### src/rtl/tone_gate_pkg.sv
package tone_gate_pkg;

  typedef enum logic [1:0] {
    PLACE_ABOVE = 2'b00,
    PLACE_MID   = 2'b01,
    PLACE_BELOW = 2'b10
  } place_t;

  typedef enum logic [2:0] {
    SRC_PIN_BURST,
    SRC_PIN_ENV,
    SRC_EXT_GATED,
    SRC_INT_GATED,
    SRC_INT_ENV
  } src_t;

  // Unused code 11 folds onto the default placement
  function automatic logic [1:0] fold_place(input logic [1:0] code);
    return (code == 2'b11) ? PLACE_ABOVE : code;
  endfunction

endpackage

### src/rtl/tone_sync.sv
module tone_sync #(
  parameter int STAGES = 2
) (
  input  logic clk,
  input  logic rst,
  input  logic d_i,
  output logic q_o
);
  logic [STAGES-1:0] sr_q;

  generate
    if (STAGES == 1) begin : g_single
      always_ff @(posedge clk) begin
        if (rst) sr_q <= '0;
        else     sr_q <= d_i;
      end
    end else begin : g_chain
      always_ff @(posedge clk) begin
        if (rst) sr_q <= '0;
        else     sr_q <= {sr_q[STAGES-2:0], d_i};
      end
    end
  endgenerate

  assign q_o = sr_q[STAGES-1];
endmodule

### src/rtl/tone_burst_detect.sv
module tone_burst_detect #(
  parameter int WINDOW_CYC = 25000
) (
  input  logic clk,
  input  logic rst,
  input  logic lvl_i,
  output logic burst_o
);
  localparam int CW = $clog2(WINDOW_CYC + 1);

  logic          prev_q;
  logic          burst_q;
  logic [CW-1:0] quiet_q;
  logic          toggle;

  assign toggle  = lvl_i ^ prev_q;
  assign burst_o = burst_q | toggle;

  always_ff @(posedge clk) begin
    if (rst) begin
      prev_q  <= 1'b0;
      burst_q <= 1'b0;
      quiet_q <= '0;
    end else begin
      prev_q <= lvl_i;
      if (toggle) begin
        burst_q <= 1'b1;
        quiet_q <= '0;
      end else if (burst_q) begin
        if (quiet_q == CW'(WINDOW_CYC - 1)) burst_q <= 1'b0;
        else                                quiet_q <= quiet_q + 1'b1;
      end
    end
  end

  // any edge on the pin marks it as a burst
  a_r4_edge_marks_burst: assert property (@(posedge clk) disable iff (rst)
    toggle |=> burst_q);

  // a pin quiet for the whole window returns to envelope class
  a_r5_quiet_clears: assert property (@(posedge clk) disable iff (rst)
    (burst_q && !toggle && quiet_q == CW'(WINDOW_CYC - 1)) |=> !burst_q);
endmodule

### src/rtl/tone_square_gen.sv
module tone_square_gen #(
  parameter int HALF_CYC = 5681
) (
  input  logic clk,
  input  logic rst,
  input  logic en_i,
  input  logic stop_high_i,
  output logic tone_o,
  output logic busy_o
);
  localparam int CW = $clog2(HALF_CYC + 1);

  logic          run_q;
  logic          ph_q;
  logic [CW-1:0] cnt_q;
  logic          half_end;

  assign half_end = run_q && (cnt_q == CW'(HALF_CYC - 1));
  assign tone_o   = run_q & ph_q;
  assign busy_o   = run_q;

  always_ff @(posedge clk) begin
    if (rst) begin
      run_q <= 1'b0;
      ph_q  <= 1'b0;
      cnt_q <= '0;
    end else if (!run_q) begin
      if (en_i) begin
        run_q <= 1'b1;
        ph_q  <= 1'b1;
        cnt_q <= '0;
      end
    end else if (!half_end) begin
      cnt_q <= cnt_q + 1'b1;
    end else begin
      cnt_q <= '0;
      if (en_i) begin
        ph_q <= ~ph_q;
      end else if (stop_high_i && !ph_q) begin
        ph_q <= 1'b1;
      end else begin
        run_q <= 1'b0;
        ph_q  <= 1'b0;
      end
    end
  end

  // enabling from idle starts on a high half
  a_r3_restart_high: assert property (@(posedge clk) disable iff (rst)
    (!run_q && en_i) |=> tone_o);

  // the level is held for the whole half period
  a_r2_half_hold: assert property (@(posedge clk) disable iff (rst)
    (run_q && !half_end) |=> (run_q && $stable(ph_q)));

  // a stop-high wind-down after a low half emits one more high half
  a_r8_tail_high: assert property (@(posedge clk) disable iff (rst)
    (half_end && !en_i && stop_high_i && !ph_q) |=> tone_o);
endmodule

### src/rtl/tone_gate_ctrl.sv
module tone_gate_ctrl #(
  parameter int CLK_HZ      = 250_000_000,
  parameter int TONE_HZ     = 22_000,
  parameter int WINDOW_US   = 100,
  parameter int SYNC_STAGES = 2
) (
  input  logic       clk,
  input  logic       rst,
  input  logic       extm_i,
  input  logic       reg_host_en,
  input  logic       reg_src_int,
  input  logic       reg_gate,
  input  logic [1:0] reg_place,
  output logic       tone_o,
  output logic [1:0] place_o
);
  import tone_gate_pkg::*;

  localparam int HALF_CYC   = CLK_HZ / (2 * TONE_HZ);
  localparam int WINDOW_CYC = int'((longint'(CLK_HZ) * longint'(WINDOW_US)) / 64'd1_000_000);

  logic extm_s;
  logic burst;
  logic gen_en;
  logic stop_high;
  logic gen_tone;
  logic gen_busy;
  logic env_q;
  logic tone_next;
  logic tone_q;
  logic [1:0] place_q;
  src_t src;

  tone_sync #(.STAGES(SYNC_STAGES)) u_sync (
    .clk (clk),
    .rst (rst),
    .d_i (extm_i),
    .q_o (extm_s)
  );

  tone_burst_detect #(.WINDOW_CYC(WINDOW_CYC)) u_class (
    .clk     (clk),
    .rst     (rst),
    .lvl_i   (extm_s),
    .burst_o (burst)
  );

  tone_square_gen #(.HALF_CYC(HALF_CYC)) u_gen (
    .clk         (clk),
    .rst         (rst),
    .en_i        (gen_en),
    .stop_high_i (stop_high),
    .tone_o      (gen_tone),
    .busy_o      (gen_busy)
  );

  // Envelope arming for host mode with the internal source
  always_ff @(posedge clk) begin
    if (rst)                                      env_q <= 1'b0;
    else if (!(reg_host_en && reg_src_int && reg_gate)) env_q <= 1'b0;
    else if (extm_s)                              env_q <= 1'b1;
  end

  always_comb begin
    if (!reg_host_en)      src = burst ? SRC_PIN_BURST : SRC_PIN_ENV;
    else if (!reg_src_int) src = SRC_EXT_GATED;
    else if (env_q)        src = SRC_INT_ENV;
    else                   src = SRC_INT_GATED;
  end

  always_comb begin
    gen_en    = 1'b0;
    stop_high = 1'b0;
    tone_next = 1'b0;
    case (src)
      SRC_PIN_BURST: tone_next = extm_s;
      SRC_PIN_ENV: begin
        gen_en    = extm_s;
        tone_next = gen_busy ? gen_tone : extm_s;
      end
      SRC_EXT_GATED: tone_next = extm_s & reg_gate;
      SRC_INT_GATED: begin
        gen_en    = reg_gate;
        tone_next = gen_tone;
      end
      SRC_INT_ENV: begin
        gen_en    = extm_s;
        stop_high = 1'b1;
        tone_next = gen_tone;
      end
      default: tone_next = 1'b0;
    endcase
  end

  always_ff @(posedge clk) begin
    if (rst) begin
      tone_q  <= 1'b0;
      place_q <= PLACE_ABOVE;
    end else begin
      tone_q  <= tone_next;
      place_q <= fold_place(reg_place);
    end
  end

  assign tone_o  = tone_q;
  assign place_o = place_q;

  // a closed gate silences the external source
  a_r6_gate_closed_silent: assert property (@(posedge clk) disable iff (rst)
    (reg_host_en && !reg_src_int && !reg_gate) |=> !tone_o);

  // the unused placement code folds to the default
  a_r9_place_fold: assert property (@(posedge clk) disable iff (rst)
    (reg_place == 2'b11) |=> (place_o == 2'b00));

  // reset forces quiet outputs
  a_r1_reset_quiet: assert property (@(posedge clk)
    rst |=> (!tone_o && place_o == 2'b00));
endmodule

### config.mk
export PLATFORM = sky130hd
export DESIGN_NAME = tone_gate_ctrl
export DESIGN_NICKNAME = d
export VERILOG_FILES = /design/src/rtl/tone_gate_pkg.sv /design/src/rtl/tone_sync.sv /design/src/rtl/tone_burst_detect.sv /design/src/rtl/tone_square_gen.sv /design/src/rtl/tone_gate_ctrl.sv
export SDC_FILE = /design/constraint.sdc
export NUM_CORES = 1
export LEC_CHECK = 0
export ABC_CLOCK_PERIOD_IN_PS = 2160
export BUFFER_PORTS_ARGS = -buffer_cell sky130_fd_sc_hd__buf_2
export CAP_MARGIN = 0
export CORE_ASPECT_RATIO = 1.4
export CORE_MARGIN = 3
export CORE_UTILIZATION = 45
export DETAILED_ROUTE_END_ITERATION = 6
export GPL_ROUTABILITY_DRIVEN = 0
export PLACE_DENSITY_LB_ADDON = 0.2
export SETUP_SLACK_MARGIN = 0.05
export SLEW_MARGIN = 20
export SYNTH_ARGS = -nofsm -noshare
export SYNTH_HDL_FRONTEND = slang
export SYNTH_SLANG_ARGS = --single-unit
export TNS_END_PERCENT = 50
### constraint.sdc
create_clock -name clk -period 2.16 [get_ports clk]
set_input_delay 0 -clock clk [delete_from_list [all_inputs] [get_ports clk]]
set_output_delay 0 -clock clk [all_outputs]
set_load 0.05 [all_outputs]
### Word-level counts from Yosys, hierarchy flattened

Cells that the tools add are included.

| cells by class | value |
|---|---|
| equal/unequal tests | 8 |
| bitwise gates (word level) | 7 |
| multiplexer cells | 23 |
| add/sub/neg operators | 2 |
| reduce and logical (&&, ||, !) cells | 14 |

Operators with widths:

| cell | number |
|---|---|
| $mux W13 | 3 |
| $add A15 B1 Y15 const B | 1 |
| $eq A15 B15 Y1 const B | 1 |
| $mux W1 | 15 |
| $add A13 B1 Y13 const B | 1 |
| $eq A13 B13 Y1 const B | 1 |
| $reduce_or A2 Y1 | 5 |
| $mux W3 | 3 |
| $eq A3 B2 Y1 const B | 2 |
| $logic_and A1 B1 Y1 | 4 |
| $pmux W1 S4 | 1 |
| $reduce_and A2 Y1 | 2 |
| $eq A3 B1 Y1 const B | 1 |
| $eq A3 B3 Y1 const B | 1 |
| $logic_not A3 Y1 | 1 |
| $not A1 Y1 | 3 |
| $and A1 B1 Y1 | 2 |
| $eq A2 B2 Y1 const B | 1 |
| $ne A2 B2 Y1 const B | 1 |
| $pmux W1 S2 | 1 |
| $reduce_bool A2 Y1 | 1 |
| $logic_not A1 Y1 | 1 |
| $or A1 B1 Y1 | 1 |
| $xor A1 B1 Y1 | 1 |

| storage, ports and cells | value |
|---|---|
| flip-flop bits (word level) | 38 |
| output and inout bits | 3 |

### Depth between registers and ports, before layout

Gate-level depths: netlist (run 1).

| logic depth | value |
|---|---|
| depth after elaboration | 11 |
| gate-level depth with buffers | 8 |
| depth with buffers taken out | 6 |

### Hierarchy

Synthesis (run 1) repeated with hierarchy kept, for this count alone.

| second synthesis, totals | value |
|---|---|
| cells, all modules | 216 |
| area total of the unflattened synthesis | 1901.8 µm² |

Modules (own cells, without submodules):

| module | sequential area each (µm²) | cells each | area an instance (µm²) | instances |
|---|---|---|---|---|
| tone_square_gen | 300.3 | 98 | 832.0 | 1 |
| tone_burst_detect | 340.3 | 92 | 828.3 | 1 |
| tone_gate_ctrl | 80.1 | 22 | 188.9 | 1 |
| tone_sync | 40.0 | 4 | 52.6 | 1 |

### Least setup slack after synthesis (run 1)

No wires, ideal clock.

| path | value |
|---|---|
| kind | reg2reg |
| start | reg u_class.quiet_q[3] |
| end | reg u_class.quiet_q[1] |
| cell stages (with the launch flop) | 7 |
| clock period less this slack | 1.926 ns |
| library setup time | 0.130 ns |
| data arrival time | 1.796 ns |
| data required time | 2.030 ns |
| slack | 0.234 ns |
| cells stage by stage | dfxtp_1 > or4b_1 > o41ai_2 > buf_6 > buf_12 > mux2i_1 > nor2_2 |

| between the ends | value |
|---|---|
| longest elaborated chain between the ends | 3 |

RTL lines:

| element | RTL line | RTL |
|---|---|---|
| start: declaration | tone_burst_detect.sv:13 | `logic [CW-1:0] quiet_q;` |
| start signal: assignment | tone_burst_detect.sv:31 | `else quiet_q <= quiet_q + 1'b1;` |
| $eq A15 B15 Y1 | tone_burst_detect.sv:30 | `if (quiet_q == CW'(WINDOW_CYC - 1)) burst_q <= 1'b0;` |
| $not A1 Y1 (no line) | n/a |  |
| $reduce_and A2 Y1 (no line) | n/a |  |

No other way between the ends.
A chain may end at the register's enable or synchronous reset.

### Worst setup path after layout (run 1)

| path | value |
|---|---|
| start | reg u_class.quiet_q[2] |
| end | reg u_class.quiet_q[1] |

The elaborated chain is that of the path after synthesis.

==> impl_metrics.py, run 1 <==
metrics = {
    "outcome": {
        "status": "finished clean",
    },
    "global_route": {
        "grt-busiest-layer": "met2",
        "use_met3_pct": 2.955,
        "grt_pass1_vias": 1546,
        "grt_max_degree": 22,
        "gr-usage-all-layers_pct": 17.61,
        "gr-total-overflow": 0,
        "grt.met1_usage_pct": 18.49,
        "grt_pass1_wl_mm": 6.624,
        "grt_use_met2_pct": 32.36,
        "grt_antenna_before_repair": 0,
    },
    "critical_path": {
        "required_ns": 2.34,
        "cp-start-kind": "flip-flop",
        "rr_endpoint": "u_class.quiet_q[1]",
        "cp-startpoint": "u_class.quiet_q[2]",
        "critPathKind": "flip-flop to flip-flop",
        "cp.arrival_ns": 2.10,
        "ff2ff_path_depth": 5,
        "rr_startpoint": "u_class.quiet_q[2]",
        "reg2reg_slack_ns": 0.24,
        "cp_max_fo": 21,
        "end_kind": "flip-flop",
    },
    "pwr": {
        "peakVddDrop_mv": 0.3889,
        "pwr_density_cell_nw_per_um2": 676.7,
        "power.static_leakage_nw": 0.7103,
    },
    "finish": {
        "final_util_pct": 52.80,
        "drive_gt1_share_pct": 14.47,
        "diodes": 0,
        "nets": 238,
        "area_growth_pct": 12.02,
    },
    "clock_tree": {
        "root_buffer": "clkbuf_8",
        "insertion_delay_ns": 0.29,
        "clock_path_buffers": 2,
        "cts_max_level": 2,
        "ctsResizeCount": 0,
        "cts_inserted_buffers": 5,
        "cts.sinks": 38,
        "cts.reportedPaths.clkPinSlew_ns": 0.08,
        "cts_setup_buffers": 0,
        "cts_tree": "built",
    },
    "detailed_routing": {
        "post_drt_wl_per_cell_um": 14.38,
        "antenna_left": 0,
        "drc": 0,
        "first_pass_iters": 4,
        "routed_wl_mm": 3.898,
        "drt_iter0_drc": 60,
        "viasPerCell": 6.085,
        "num_vias": 1649,
    },
    "sta": {
        "finalHoldViolCount": 0,
        "slew_headroom_pct": 72.10,
        "worst_slack_ns": 0.2402,
        "tns_ns": 0,
        "rsz0062_at_grt": "no",
        "fin_skew_ns": 0.007133,
        "post-route-min-period_ns": 1.920,
        "tightest_slew_ns": 0.4126,
        "fin_crit_sh_pct": 88.88,
        "fmax_ghz": 0.5209,
        "finalSetupViolCount": 0,
        "drv_slew": 0,
    },
    "min_path": {
        "whs_path_depth": 2,
        "min_from": "rst",
        "hp-class": "primary input to flip-flop",
        "hold_end": "u_class.burst_q",
    },
    "yosys": {
        "netlist_top_cells_area": "dfxtp_1 41%, nand3_1 4.3%, a21oi_1 3.5%",
        "synth_area_leader_cell": "dfxtp_1",
        "syn_area_um2": 1863,
        "ys_top_cells_by_count": "38 x dfxtp_1, 16 x nand3_1, 15 x nand2_1",
        "syn_inst": 210,
        "avgSynthCellArea_um2": 8.872,
        "synth_ff_type": "dfxtp_1",
        "ys_seq_area_share_pct": 40.83,
        "ys_async_sr_fraction_pct": 0,
        "synth_top_area_share_pct": 40.83,
        "synth_cell_types": 48,
        "ys_seq_elements": 38,
        "post-synth-top-count-cell": "dfxtp_1",
        "syn-num-nets": 221,
        "synth_edf_count": 0,
        "yosysWarnings": 0,
    },
    "place": {
        "place_hpwl_mm": 2.596,
        "port_buffers": 10,
        "dpl_worst_slack_ns": 0.2500,
    },
    "floorplan": {
        "die_x_um": 60.38,
        "ioPinCount": 11,
        "row_count": 27,
        "core_um2": 3953,
        "die_h_um": 82.13,
        "start_util_pct": 47.14,
        "die-area_um2": 4959,
    },
    "job": {
        "drv_cap": 0,
    },
}
[how the worst max path moves through the flow]
stage | to | slack [ns]
after CTS | u_class.quiet_q[1] | 0.24
after floorplan | u_class.quiet_q[1] | 0.23
final | u_class.quiet_q[1] | 0.24
after global routing | u_gen.cnt_q[7] | 0.13
after global placement | u_class.quiet_q[1] | 0.26
after detailed placement | u_class.quiet_q[1] | 0.25
[cells in the final DEF (no fill, tap or decap), drive strengths merged, types with 3 or more instances in the layout]
cell type / count
dfxtp: 38
a21oi: 19
nand3: 16
nand2: 15
buf: 13
o21ai: 12
a31oi: 8
o31ai: 8
inv: 7
or4: 7
nor2: 7
or3: 5
nor3: 5
clkbuf: 5
and3: 4
nand4: 4
nor3b: 4
xnor2: 4
nor2b: 4
dlygate4sd3: 4
and2: 3
ha: 3
[kinds of logic after synthesis]
logic type                 after synthesis  synth area share [%]
AOI/OAI and AO/OA                       61                 22.43
xor gates and xnor gates                 6                 2.821
adders and majority gates                3                 2.015
buffers and inverters                   14                 4.164
DFF                                     38                 40.83
muxes                                    1                0.5373
and+or+nand+nor                         87                 27.20
[power by group]
part / switching, W / internal (W) / total (W)
clock: 0.000263 / 0.000340 / 0.000603
combinational: 0.0000553 / 0.0000319 / 0.0000872
sequential: 0.0000110 / 0.000711 / 0.000722
[what timing repair did]
item / 4_1_cts / 5_1_grt
hold endpoints to repair: 3 / 0
setup endpoints to repair: 0 / 0
hold buffers: 4 / 0
[critical path, stage by stage, from the launching register on]
cell and delay, ns:
dfxtp_1 0.42, or4b_1 0.49, o41ai_2 0.34, buf_4 0.28
mux2i_1 0.23, nor2_2 0.04
[sequential cells by signal (all words and copies together), names as in the netlist]
name,flops
env_q,1
place_o,2
tone_o,1
u_class.burst_q,1
u_class.prev_q,1
u_class.quiet_q,15
u_gen.busy_o,1
u_gen.cnt_q,13
u_gen.ph_q,1
u_sync.sr_q,2
[area by class of cell]
class                   count  area (µm²)
clock inverters             3       40.04
well taps                  43       53.80
fillers                   375        1866
inverters                   7       26.28
repair buffers             17       112.6
clock buffers               5       68.82
flip-flops and latches     38       760.7
multi-input cells         158        1025
[per-stage QoR]
stage / total power [W] / instances / instance area [µm²] / hold WS [ns]
after global routing: 0.001459 / 271 / 2087 / 0.05043
after global placement: 0.0008192 / 259 / 1938 / 0.1739
final: 0.001412 / 271 / 2087 / 0.01521
after CTS: 0.001423 / 271 / 2087 / 0.004413
after detailed placement: 0.0008196 / 259 / 1938 / 0.1758
after floorplan: 0.0008022 / 210 / 1863 / 0.07580
[layer usage]
metal / vias to the layer above / routed length (µm) / part of all wire (%)
met1: 791 / 1695 / 43
met2: 20 / 2023 / 52
met4: 0 / 97 / 2.5
met3: 9 / 81 / 2.1
met5: - / 0 / 0
li1: 829 / - / -
(Power assumes the default switching activity.)
==> inputs of run 2 (changes only) <==
--- a/config.mk
+++ b/config.mk
@@ -5,12 +5,15 @@
 export SDC_FILE = /design/constraint.sdc
 export NUM_CORES = 1
 export LEC_CHECK = 0
+export ABC_AREA = 1
 export ABC_CLOCK_PERIOD_IN_PS = 2160
 export BUFFER_PORTS_ARGS = -buffer_cell sky130_fd_sc_hd__buf_2
 export CAP_MARGIN = 0
+export CELL_PAD_IN_SITES_DETAIL_PLACEMENT = 0
+export CELL_PAD_IN_SITES_GLOBAL_PLACEMENT = 2
 export CORE_ASPECT_RATIO = 1.4
 export CORE_MARGIN = 3
-export CORE_UTILIZATION = 45
+export CORE_UTILIZATION = 33
 export DETAILED_ROUTE_END_ITERATION = 6
 export GPL_ROUTABILITY_DRIVEN = 0
 export PLACE_DENSITY_LB_ADDON = 0.2
==> impl_metrics.py, run 2 <==
metrics = {
    "sta": {
        "rsz0062_at_grt": "no",
        "hold_ws_ns": 0.02589,
        "finalSetupViolCount": 0,
        "drv_slew": 0,
        "fin_crit_sh_pct": 81.58,
        "slew_headroom_pct": 62.68,
        "tightest_slew_ns": 0.5584,
        "fin_skew_ns": 0.01206,
        "tns_ns": 0,
        "worst_slack_ns": 0.3979,
        "finalHoldViolCount": 0,
        "fmax_ghz": 0.5675,
        "post-route-min-period_ns": 1.762,
    },
    "global_route": {
        "grt_max_degree": 19,
        "grt_antenna_before_repair": 0,
        "grt_pass1_wl_mm": 8.894,
        "grt_pass1_vias": 1939,
        "gr-total-overflow": 0,
        "gr-usage-all-layers_pct": 15.24,
    },
    "detailed_routing": {
        "first_pass_iters": 4,
        "viasPerCell": 4.815,
        "drc": 0,
        "num_vias": 2032,
        "drt_iter0_drc": 62,
        "post_drt_wl_per_cell_um": 12.42,
        "routed_wl_mm": 5.242,
        "antenna_left": 0,
    },
    "pwr": {
        "p_int_w": 0.001006,
        "p_sw_share_pct": 25.88,
        "peakVddDrop_mv": 0.2218,
        "pwr-share-clk_pct": 38.1,
        "total_power_w": 0.001357,
        "power_frac_seq_pct": 53.4,
        "pwr_density_cell_nw_per_um2": 571.7,
        "comb_power_share_pct": 8.5,
        "power.switching_w": 0.0003512,
        "power.static_leakage_nw": 0.8716,
    },
    "critical_path": {
        "cp.arrival_ns": 1.97,
        "rr_endpoint": "u_class.quiet_q[13]",
        "required_ns": 2.37,
        "critPathBufInv": 1,
        "end_kind": "flip-flop",
        "max_stage_delay_ns": 0.40,
        "crit_family": "simple AND/OR/NAND/NOR gates",
        "crit_top_cell": "nand2_1",
        "cp-start-kind": "flip-flop",
        "crit_chain": "ha_1 > nand2_1 > nor3_2 > a21oi_4 > inv_2 > nand2_1 > a21oi_1",
        "reg2reg_slack_ns": 0.40,
        "critPathKind": "flip-flop to flip-flop",
        "critPathSlowestCell": "dfxtp_1",
        "ff2ff_path_depth": 7,
        "cp_max_fo": 16,
        "rr_startpoint": "u_class.quiet_q[0]",
    },
    "finish": {
        "design_area_um2": 2374,
        "drive_gt1_share_pct": 6.857,
        "final_common_cell": "nand2_1",
        "nets": 360,
        "diodes": 0,
        "largest_register_ffs": 15,
        "final_cell_mix": "101 x nand2_1, 44 x inv_1, 38 x dfxtp_1",
        "regMostFlops": "u_class.quiet_q",
        "top_regs": "u_class.quiet_q (15), u_gen.cnt_q (13)",
        "area_growth_pct": 11.65,
    },
    "yosys": {
        "syn_area_um2": 2126,
        "synth_area_leader_cell": "dfxtp_1",
        "synth_ff_type": "dfxtp_1",
        "ys_seq_area_share_pct": 35.79,
        "ys_top_cells_by_count": "101 x nand2_1, 44 x inv_1, 38 x dfxtp_1",
        "synth_edf_count": 0,
        "syn_inst": 333,
        "ys_async_sr_fraction_pct": 0,
        "avgSynthCellArea_um2": 6.384,
        "netlist_top_cells_area": "dfxtp_1 36%, nand2_1 18%, inv_1 7.8%",
        "synth_top_area_share_pct": 35.79,
        "synth_cell_types": 26,
        "ys_seq_elements": 38,
        "syn-num-nets": 344,
        "post-synth-top-count-cell": "nand2_1",
        "yosysWarnings": 0,
    },
    "place": {
        "dpl_worst_slack_ns": 0.1144,
        "placed_area_um2": 2231,
        "place_hpwl_mm": 3.894,
        "port_buffers": 10,
    },
    "clock_tree": {
        "cts_setup_buffers": 0,
        "root_buffer": "clkbuf_8",
        "cts_inserted_buffers": 5,
        "cts.sinks": 38,
        "cts_tree": "built",
        "cts_max_level": 2,
        "insertion_delay_ns": 0.29,
        "clock_path_buffers": 2,
        "cts.reportedPaths.clkPinSlew_ns": 0.08,
    },
    "floorplan": {
        "row_count": 34,
        "die_x_um": 73.83,
        "die_h_um": 101.0,
        "ioPinCount": 11,
        "core_um2": 6211,
        "die-area_um2": 7454,
        "start_util_pct": 34.23,
    },
    "min_path": {
        "hold_end": "env_q",
        "hp-class": "primary input to flip-flop",
        "whs_path_depth": 5,
        "min_from": "reg_gate",
    },
    "job": {
        "drv_cap": 0,
    },
    "outcome": {
        "status": "finished clean",
    },
}
-- run 2: changes by cell type in the layout (fill, tap and decap cells not counted), moves of 5 or more --
cell,previous run,this run
a21oi_1,13,30
nor2_1,6,33
nand3_1,16,31
nand4_1,4,9
or4_1,7,0
nand2_1,15,101
xor2_1,2,8
a21oi_2,6,0
or3_1,5,0
o31ai_1,8,0
a31oi_1,8,0
inv_1,7,44
-- run 2: metrics by stage --
stage	utilization, %	std cells
5_1_grt	38.22	422
4_1_cts	38.09	422
3_5_place_dp	35.92	410
6_report	38.22	422
2_1_floorplan	-	333
3_3_place_gp	35.92	410
-- run 2: repair_timing --
item	in CTS	in global routing
hold buffers	4	0
hold endpoints to repair	3	0
setup endpoints to repair	0	16
gates resized for setup	0	1
-- run 2: layout make-up --
cell class	count	area (µm²)
Fill cell	679	3837
Multi-Input combinational cell	243	1154
Sequential cell	38	760.7
Inverter	45	168.9
Timing Repair Buffer	16	105.1
Tap cell	72	90.09
Clock buffer	6	82.58
Clock inverter	2	12.51
-- run 2: power groups by stage --
stage / combinational, W / sequential (W) / clock [W]
final: 0.000115 / 0.000725 / 0.000517
after global routing: 0.000132 / 0.000727 / 0.000570
after detailed placement: 0.000112 / 0.000742 / 0
after global placement: 0.000113 / 0.000741 / 0
after floorplan: 0.0000795 / 0.000744 / 0
after CTS: 0.000117 / 0.000725 / 0.000550
-- run 2: worst max path at each step --
stage / startpoint / to / slack [ns] / cells past startpoint
6_report: u_class.quiet_q[0] / u_class.quiet_q[13] / 0.40 / 7
5_1_grt: u_class.quiet_q[0] / u_class.quiet_q[8] / 0.19 / 7
4_1_cts: u_class.quiet_q[0] / u_class.quiet_q[12] / 0.11 / 7
3_5_place_dp: u_class.quiet_q[0] / u_class.quiet_q[12] / 0.11 / 7
3_3_place_gp: u_class.quiet_q[0] / u_class.quiet_q[1] / 0.14 / 7
2_1_floorplan: u_class.quiet_q[0] / u_class.quiet_q[2] / 0.69 / 8
-- run 2: worst register-to-register path: stages (launching register included) --
cell and delay (ns):
dfxtp_1 0.40, ha_1 0.28, nand2_1 0.12, nor3_2 0.25, a21oi_4 0.17, inv_2 0.27, nand2_1 0.08, a21oi_1 0.14
-- run 2: logic make-up after synthesis --
| logic type | synth area share [%] |
|---|---|
| buffers and inverters | 10.30 |
| xor gates and xnor gates | 4.120 |
| adders and majority gates | 1.766 |
| DFF | 35.79 |
| AOI/OAI and AO/OA | 9.888 |
| and+or+nand+nor | 38.14 |
-- run 2: layer usage --
metal | global-route usage, % | wire (µm)
met5 | 0 | 0
met4 | 4.603 | 51
met3 | 2.695 | 84
met2 | 28.69 | 2914
met1 | 16.80 | 2192
==> inputs of run 3 (changes only) <==
--- a/config.mk
+++ b/config.mk
@@ -6,14 +6,14 @@
 export NUM_CORES = 1
 export LEC_CHECK = 0
 export ABC_AREA = 1
-export ABC_CLOCK_PERIOD_IN_PS = 2160
+export ABC_CLOCK_PERIOD_IN_PS = 1600
 export BUFFER_PORTS_ARGS = -buffer_cell sky130_fd_sc_hd__buf_2
 export CAP_MARGIN = 0
 export CELL_PAD_IN_SITES_DETAIL_PLACEMENT = 0
 export CELL_PAD_IN_SITES_GLOBAL_PLACEMENT = 2
 export CORE_ASPECT_RATIO = 1.4
 export CORE_MARGIN = 3
-export CORE_UTILIZATION = 33
+export CORE_UTILIZATION = 30
 export DETAILED_ROUTE_END_ITERATION = 6
 export GPL_ROUTABILITY_DRIVEN = 0
 export PLACE_DENSITY_LB_ADDON = 0.2
==> constraint.sdc (replaced) <==
create_clock -name clk -period 1.6 [get_ports clk]
set_input_delay 0 -clock clk [delete_from_list [all_inputs] [get_ports clk]]
set_output_delay 0 -clock clk [all_outputs]
set_load 0.05 [all_outputs]
==> impl_metrics.py, run 3 (same netlist as run 2, synthesis figures left out) <==
metrics = {
    "sta": {
        "post-route-min-period_ns": 1.412,
        "drv_slew": 0,
        "worst_slack_ns": 0.1884,
        "tightest_slew_ns": 0.3524,
        "slew_headroom_pct": 76.32,
        "finalSetupViolCount": 0,
        "tns_ns": 0,
        "rsz0062_at_grt": "yes",
        "finalHoldViolCount": 0,
        "fin_skew_ns": 0.006335,
        "fin_crit_sh_pct": 88.22,
        "hold_ws_ns": 0.03021,
        "fmax_ghz": 0.7084,
    },
    "place": {
        "place_hpwl_mm": 4.165,
        "port_buffers": 10,
        "dpl_worst_slack_ns": 0.05610,
    },
    "clock_tree": {
        "cts_inserted_buffers": 5,
        "root_buffer": "clkbuf_8",
        "cts_max_level": 2,
        "cts.sinks": 38,
        "insertion_delay_ns": 0.30,
        "clock_path_buffers": 2,
        "cts.reportedPaths.clkPinSlew_ns": 0.08,
        "cts_tree": "built",
    },
    "min_path": {
        "min_from": "reg_gate",
        "hp-class": "primary input to flip-flop",
        "whs_path_depth": 5,
    },
    "detailed_routing": {
        "first_pass_iters": 4,
        "drt_iter0_drc": 65,
        "post_drt_wl_per_cell_um": 12.09,
        "antenna_left": 0,
        "drc": 0,
        "num_vias": 2057,
        "viasPerCell": 4.531,
        "routed_wl_mm": 5.487,
    },
    "critical_path": {
        "crit_top_cell": "nand2_1",
        "crit_chain": "ha_1 > nand2_1 > nor3_2 > a21oi_2 > clkinv_2 > nand2_1 > a21oi_1",
        "cp.arrival_ns": 1.60,
        "end_kind": "flip-flop",
        "critPathSlowestCell": "dfxtp_1",
        "critPathBufInv": 1,
        "max_stage_delay_ns": 0.32,
        "crit_family": "flip-flops",
        "cp_max_fo": 16,
        "cp-startpoint": "u_class.quiet_q[0]",
        "cp-start-kind": "flip-flop",
        "critPathKind": "flip-flop to flip-flop",
        "required_ns": 1.78,
        "cp.depth": 7,
        "ff2ff_path_depth": 7,
        "rr_startpoint": "u_class.quiet_q[0]",
    },
    "global_route": {
        "gr-total-overflow": 0,
        "grt_max_degree": 19,
        "grt_pass1_wl_mm": 9.370,
        "grt.met1_usage_pct": 14.94,
        "grt_antenna_before_repair": 0,
        "grt-busiest-layer": "met2",
        "grt_use_met2_pct": 28.43,
        "gr-usage-all-layers_pct": 14.61,
        "grt_pass1_vias": 2005,
        "use_met3_pct": 3.162,
    },
    "finish": {
        "diodes": 0,
        "top_regs": "u_class.quiet_q (15), u_gen.cnt_q (13)",
        "fillCellCount": 799,
        "nets": 373,
        "regMostFlops": "u_class.quiet_q",
        "drive_gt1_share_pct": 12.15,
        "final_cell_mix": "100 x nand2_1, 43 x inv_1, 36 x dfxtp_1",
        "largest_register_ffs": 15,
        "area_growth_pct": 17.30,
        "final_common_cell": "nand2_1",
    },
    "floorplan": {
        "ioPinCount": 11,
        "start_util_pct": 31.52,
        "die_h_um": 105.6,
        "die-area_um2": 8147,
        "core_um2": 6744,
        "row_count": 35,
        "die_x_um": 77.15,
    },
    "pwr": {
        "p_int_w": 0.001320,
        "power.static_leakage_nw": 0.9293,
        "power.switching_w": 0.0004762,
        "p_sw_share_pct": 26.51,
        "pwr_density_cell_nw_per_um2": 720.4,
        "pwr-share-clk_pct": 35.7,
        "peakVddDrop_mv": 0.2852,
        "comb_power_share_pct": 10.0,
        "power_frac_seq_pct": 54.3,
    },
    "job": {
        "drv_cap": 0,
    },
    "outcome": {
        "status": "finished clean",
    },
}
[run 3: cell count changes in the layout (fill, tap and decap cells not counted), moves of 2 or more]
cell | previous run | this run
dfxtp_1 | 38 | 36
buf_4 | 2 | 15
nor2_2 | 0 | 2
nor2_1 | 33 | 30
clkinv_2 | 1 | 3
dfxtp_2 | 0 | 2
[run 3: final timing paths]
| check | end | slack (ns) |
|---|---|---|
| max reg2reg | u_class.quiet_q[7] | 0.19 |
| min reg2reg | u_sync.sr_q[1] | 0.40 |
| max | u_class.quiet_q[7] | 0.19 |
| min | env_q | 0.03 |
[run 3: what timing repair did]
| item | CTS | global route |
|---|---|---|
| hold buffers | 4 | 0 |
| endpoints found under the setup margin | 1 | 23 |
| resized for setup | 1 | 9 |
| endpoints found under the hold margin | 3 | 0 |
| buffers inserted | 0 | 0 |
[run 3: stage by stage]
step / total power (W) / utilization, % / instances / instance area, µm²
final: 0.001796 / 36.98 / 454 / 2494
after global routing: 0.001899 / 36.98 / 454 / 2494
after CTS: 0.001829 / 36.70 / 454 / 2475
after detailed placement: 0.001174 / 34.90 / 443 / 2354
after global placement: 0.001172 / 34.90 / 443 / 2354
after floorplan: 0.001112 / - / 333 / 2126
[run 3: power by group through the flow]
| stage | combinational [W] | clock, W | sequential, W |
|---|---|---|---|
| finish | 0.000179 | 0.000641 | 0.000976 |
| global route | 0.000206 | 0.000714 | 0.000979 |
| CTS | 0.000183 | 0.000671 | 0.000975 |
| detailed placement | 0.000176 | 0 | 0.000998 |
| global placement | 0.000175 | 0 | 0.000998 |
| floorplan | 0.000107 | 0 | 0.00101 |
[run 3: worst reg2reg max path, stage by stage, from the launching register on]
cell and delay, ns:
dfxtp_1 0.32, ha_1 0.22, nand2_1 0.10, nor3_2 0.05
a21oi_2 0.16, clkinv_2 0.24, nand2_1 0.13, a21oi_1 0.07
[run 3: cell type report]
| class | instances | area, µm² | area share (%) |
|---|---|---|---|
| timing repair buffer | 29 | 202.7 | 8.128 |
| multi-input combinational | 243 | 1164 | 46.66 |
| sequential | 38 | 763.2 | 30.61 |
| inverter | 45 | 170.2 | 6.824 |
| clock buffer | 5 | 68.82 | 2.760 |
| clock inverter | 2 | 10.01 | 0.4014 |
| tap | 92 | 115.1 | 4.616 |
[run 3: routing by layer]
layer	part of all wire, %	routed length, µm
met5	0	0
met4	1.8	99
met3	2.0	108
met2	57	3103
met1	40	2176
